$ cat src/rtl/srg_pkg.sv
package srg_pkg;
  typedef enum logic {
    OP_PROGRAM = 1'b0,
    OP_ERASE   = 1'b1
  } op_kind_e;

  typedef struct packed {
    logic busy;
    logic strobe;
    logic erase;
  } rd_ctl_t;
endpackage

$ cat src/rtl/srg_toggle.sv
module srg_toggle (
  input  logic clk,
  input  logic rst,
  input  logic busy,
  input  logic strobe,
  output logic tog_q
);
  logic tog_d;

  always_comb begin
    if (!busy)       tog_d = 1'b0;
    else if (strobe) tog_d = ~tog_q;
    else             tog_d = tog_q;
  end

  always_ff @(posedge clk) begin
    if (rst) tog_q <= 1'b0;
    else     tog_q <= tog_d;
  end

  assert_clear_idle_R7: assert property (@(posedge clk) disable iff (rst)
    !busy |=> !tog_q);
  assert_advance_R5: assert property (@(posedge clk) disable iff (rst)
    (busy && strobe) |=> (tog_q != $past(tog_q)));
  assert_no_idle_step_R6: assert property (@(posedge clk) disable iff (rst)
    (busy && !strobe) |=> $stable(tog_q));
endmodule

$ cat src/rtl/srg_compose.sv
module srg_compose
  import srg_pkg::*;
#(
  parameter int DATA_W     = 8,
  parameter int POLL_BIT   = 7,
  parameter int TOG_BIT    = 6,
  parameter bit ERASED_LVL = 1'b1
) (
  input  rd_ctl_t           ctl,
  input  logic              tog,
  input  logic [DATA_W-1:0] loaded,
  input  logic [DATA_W-1:0] array_rd,
  output logic [DATA_W-1:0] sel
);
  localparam logic ERASE_POLL = ~ERASED_LVL;

  op_kind_e kind;
  logic     poll_val;

  assign kind = op_kind_e'(ctl.erase);

  always_comb begin
    poll_val = (kind == OP_ERASE) ? ERASE_POLL : ~loaded[POLL_BIT];
    sel = array_rd;
    if (ctl.busy) begin
      sel[POLL_BIT] = poll_val;
      sel[TOG_BIT]  = tog;
    end
  end
endmodule

$ cat src/rtl/srg_outreg.sv
module srg_outreg #(
  parameter int DATA_W = 8
) (
  input  logic              clk,
  input  logic              rst,
  input  logic              load,
  input  logic [DATA_W-1:0] d,
  output logic [DATA_W-1:0] q
);
  always_ff @(posedge clk) begin
    if (rst)       q <= '0;
    else if (load) q <= d;
  end

  assert_hold_R8: assert property (@(posedge clk) disable iff (rst)
    !load |=> $stable(q));
endmodule

$ cat src/rtl/status_read_mux.sv
module status_read_mux
  import srg_pkg::*;
#(
  parameter int DATA_W     = 8,
  parameter int POLL_BIT   = 7,
  parameter int TOG_BIT    = 6,
  parameter bit ERASED_LVL = 1'b1
) (
  input  logic              clk,
  input  logic              rst,
  input  logic              busy_i,
  input  logic              erase_i,
  input  logic [DATA_W-1:0] loaded_i,
  input  logic [DATA_W-1:0] array_i,
  input  logic              rd_stb_i,
  output logic [DATA_W-1:0] rd_data_o
);
  localparam logic ERASE_POLL = ~ERASED_LVL;

  rd_ctl_t           ctl;
  logic              tog;
  logic [DATA_W-1:0] sel;

  assign ctl = '{busy: busy_i, strobe: rd_stb_i, erase: erase_i};

  srg_toggle u_tog (
    .clk    (clk),
    .rst    (rst),
    .busy   (busy_i),
    .strobe (rd_stb_i),
    .tog_q  (tog)
  );

  srg_compose #(
    .DATA_W     (DATA_W),
    .POLL_BIT   (POLL_BIT),
    .TOG_BIT    (TOG_BIT),
    .ERASED_LVL (ERASED_LVL)
  ) u_comp (
    .ctl      (ctl),
    .tog      (tog),
    .loaded   (loaded_i),
    .array_rd (array_i),
    .sel      (sel)
  );

  srg_outreg #(.DATA_W(DATA_W)) u_out (
    .clk  (clk),
    .rst  (rst),
    .load (rd_stb_i),
    .d    (sel),
    .q    (rd_data_o)
  );

  assert_true_data_R2: assert property (@(posedge clk) disable iff (rst)
    (rd_stb_i && !busy_i) |=> (rd_data_o == $past(array_i)));
  assert_prog_poll_R3: assert property (@(posedge clk) disable iff (rst)
    (rd_stb_i && busy_i && !erase_i) |=> (rd_data_o[POLL_BIT] == !$past(loaded_i[POLL_BIT])));
  assert_erase_poll_R4: assert property (@(posedge clk) disable iff (rst)
    (rd_stb_i && busy_i && erase_i) |=> (rd_data_o[POLL_BIT] == ERASE_POLL));
  assert_first_read_R9: assert property (@(posedge clk) disable iff (rst)
    (rd_stb_i && $rose(busy_i)) |=> !rd_data_o[TOG_BIT]);
endmodule

$ cat config.mk
export PLATFORM = sky130hd
export DESIGN_NAME = status_read_mux
export DESIGN_NICKNAME = d
export VERILOG_FILES = /design/src/rtl/srg_pkg.sv /design/src/rtl/srg_toggle.sv /design/src/rtl/srg_compose.sv /design/src/rtl/srg_outreg.sv /design/src/rtl/status_read_mux.sv
export SDC_FILE = /design/constraint.sdc
export NUM_CORES = 1
export LEC_CHECK = 0
export ABC_AREA = 1
export CORE_AREA = 3 3 40 42
export DETAILED_ROUTE_END_ITERATION = 12
export DIE_AREA = 0 0 43 45
export GPL_TIMING_DRIVEN = 0
export PLACE_DENSITY = 0.76
export SLEW_MARGIN = 20
export SYNTH_ARGS = -nofsm -noshare
export SYNTH_HDL_FRONTEND = slang
export SYNTH_SLANG_ARGS = --single-unit
$ cat constraint.sdc
create_clock -name clk -period 0.8 [get_ports clk]
set_input_delay 0.16 -clock clk [delete_from_list [all_inputs] [get_ports clk]]
set_output_delay 0.16 -clock clk [all_outputs]
set_load 0.1 [all_outputs]
==> flow_metrics.env, run 1 <==
export IMPL_p_leak_uw=0.000322
export IMPL_grt_first_pass_wirelength_um=1520
export IMPL_synth_edf_count=0
export IMPL_layout_drive_gt1_share=0.289
export IMPL_finalCriticalPeriod_ps=945
export IMPL_rows=13
export IMPL_cts_sinks=9
export IMPL_crit_chain="buf_12"
export IMPL_vias=391
export IMPL_critPathSlowestCell="dfxtp_4"
export IMPL_ys_ff_latch=9
export IMPL_dieArea_um2=1940
export IMPL_syn_nets=71
export IMPL_crit_buf_inv=1
export IMPL_dp_hpwl_um=656
export IMPL_gr_total_overflow=0
export IMPL_hold_viol=0
export IMPL_placed_area_um2=612
export IMPL_track_usage=0.114
export IMPL_slowest_delay_ps=360
export IMPL_synth_ff_type="dfxtp_1"
export IMPL_violations="setup timing"
export IMPL_fp_dieH_um=45
export IMPL_ys_seq_area_frac=0.511
export IMPL_synth_commonest_cells="nor2_1 (19), dfxtp_1 (9), nand2_1 (7)"
export IMPL_area_delta_synth_final_pct=105
export IMPL_yosys_area_top_type="dfxtp_1"
export IMPL_cp_arrival_ps=780
export IMPL_powerDensity_nw_per_um2=1800
export IMPL_fin_area_um2=723
export IMPL_start_kind="flip-flop"
export IMPL_synth_area_top_cells="dfxtp_1 (51%), nor2_1 (20%), o21ai_0 (8.5%)"
export IMPL_drt_iter0_markers=6
export IMPL_synth_top_area_frac=0.511
export IMPL_start_util=0.275
export IMPL_slew_headroom=0.872
export IMPL_setup_ws_ps=-145
export IMPL_netlist_area_um2=353
export IMPL_design_core_area_um2=1280
export IMPL_clk_latency_ps=260
export IMPL_synth_avg_cell_area_um2=7.06
export IMPL_synth_most_common_cell="nor2_1"
export IMPL_fmax_ghz=1.06
export IMPL_reg2reg_slack_ps=60
export IMPL_cp_end_kind="primary output"
export IMPL_async_reset_ff_frac=0
export IMPL_antenna_cells=0
export IMPL_path_max_fanout=2
export IMPL_ant_nets=0
export IMPL_drv_slew=0
export IMPL_first_pass_iters=4
export IMPL_peakVddDrop_mv=1.23
export IMPL_cts_buffer_depth=2
export IMPL_outcome="finished with violations"
export IMPL_ctsHoldBuffers=0
export IMPL_critPathTopFamily="flip-flops"
export IMPL_clk_pin_slew_ps=60
export IMPL_dieWidth_um=43
export IMPL_cts_root_buf="clkbuf_4"
export IMPL_via_per_inst=4.30
export IMPL_setup_violations=8
export IMPL_worstPathRequired_ps=640
export IMPL_routed_wirelength_um=900
export IMPL_tightestPinTransition_ps=191
export IMPL_nets=98
export IMPL_rsz0062_at_grt="true"
export IMPL_fin_crit_sh=1.18
export IMPL_grt_start_max_net_pins=11
export IMPL_io_pins=29
export IMPL_cts_max_level=1
export IMPL_grt_pass1_vias=362
export IMPL_cts_tree="done"
export IMPL_drv_cap=0
export IMPL_routedWlPerCell_um=9.89
export IMPL_numCtsBuffers=3
export IMPL_hp_class="in2reg"
export IMPL_setup_tns_final_ps=-1110
export IMPL_port_buffer_count=21
export IMPL_syn_inst=50
export IMPL_netlist_cell_type_count=8
export IMPL_ys_warn_count=0
export IMPL_place_congestion=0.687
export IMPL_antenna_found_initial=0
export IMPL_drc=0
export IMPL_skew_ps=3.01
export IMPL_crit_type="reg2out"
[sequential cells by signal, indices dropped and copies added, names as in the netlist]
register     flops
u_out.q          8
u_tog.tog_q      1
[path summary, 6_finish.rpt]
kind | start | endpoint | cells after the start
max | u_out.q[0] | rd_data_o[0] | 1
min reg2reg | u_tog.tog_q | u_tog.tog_q | 2
max reg2reg | u_out.q[7] | u_out.q[7] | 3
min | busy_i | u_tog.tog_q | 3
[cell type report]
class,instances,area [um^2]
tap,15,18.8
multi-input combinational,35,143
timing repair buffer,22,295
sequential,9,210
clock buffer,4,26.3
inverter,5,18.8
buffer,1,11.3
fill,122,562
[cell usage in the layout, fill, tap and decap left out]
cell / synthesis / final
nor2_1: 19 / 19
clkdlybuf4s50_1: 0 / 11
buf_12: 0 / 8
dfxtp_4: 0 / 8
nand2_1: 7 / 7
o21ai_0: 6 / 6
inv_1: 5 / 4
clkbuf_4: 0 / 3
nand3_1: 2 / 2
dlygate4sd2_1: 0 / 2
buf_6: 1 / 1
inv_2: 0 / 1
o21ai_1: 1 / 1
clkbuf_1: 0 / 1
buf_4: 0 / 1
dfxtp_1: 9 / 1
[cells by family after synthesis]
kind of cell / share of synthesized area
AO/OA/AOI/OAI: 0.0993
buffers and inverters: 0.0851
flip-flops: 0.511
AND/OR/NAND/NOR: 0.305
[per-layer routing]
layer	global-route usage	part of all wire	vias up
li1	-	-	206
met1	0.114	0.41	168
met2	0.171	0.48	15
met3	0.0717	0.094	2
met4	0.0904	0.010	0
met5	0	0	-
[stage by stage]
step                power, uW  hold slack (ps)  cells   util  worst slack (ps)
floorplan                 759              294     50      -             -4.31
global placement          886              474     86  0.476              -807
detailed placement        891              484     86  0.476              -810
CTS                      1320              326     91  0.563              -157
global route             1380              368     91  0.563              -179
finish                   1300              344     91  0.563              -145
[timing repair]
item                       4_1_cts  5_1_grt
setup endpoints to repair       17       16
buffers inserted                 1        0
gates resized for setup         74        1
[report_power, final]
group | switching, uW | internal [uW]
clock network | 151 | 192
registers | 30.3 | 473
logic | 267 | 188
Note: power is estimated with default switching activity, not from simulation.
==> run 2, diff against run 1 <==
--- a/config.mk
+++ b/config.mk
@@ -7,6 +7,7 @@
 export LEC_CHECK = 0
 export ABC_AREA = 1
 export CORE_AREA = 3 3 40 42
+export CTS_CLUSTER_SIZE = 16
 export DETAILED_ROUTE_END_ITERATION = 12
 export DIE_AREA = 0 0 43 45
 export GPL_TIMING_DRIVEN = 0
==> results of run 2 <==
Same layout as run 1: the final DEF is identical, and so are final timing and power.
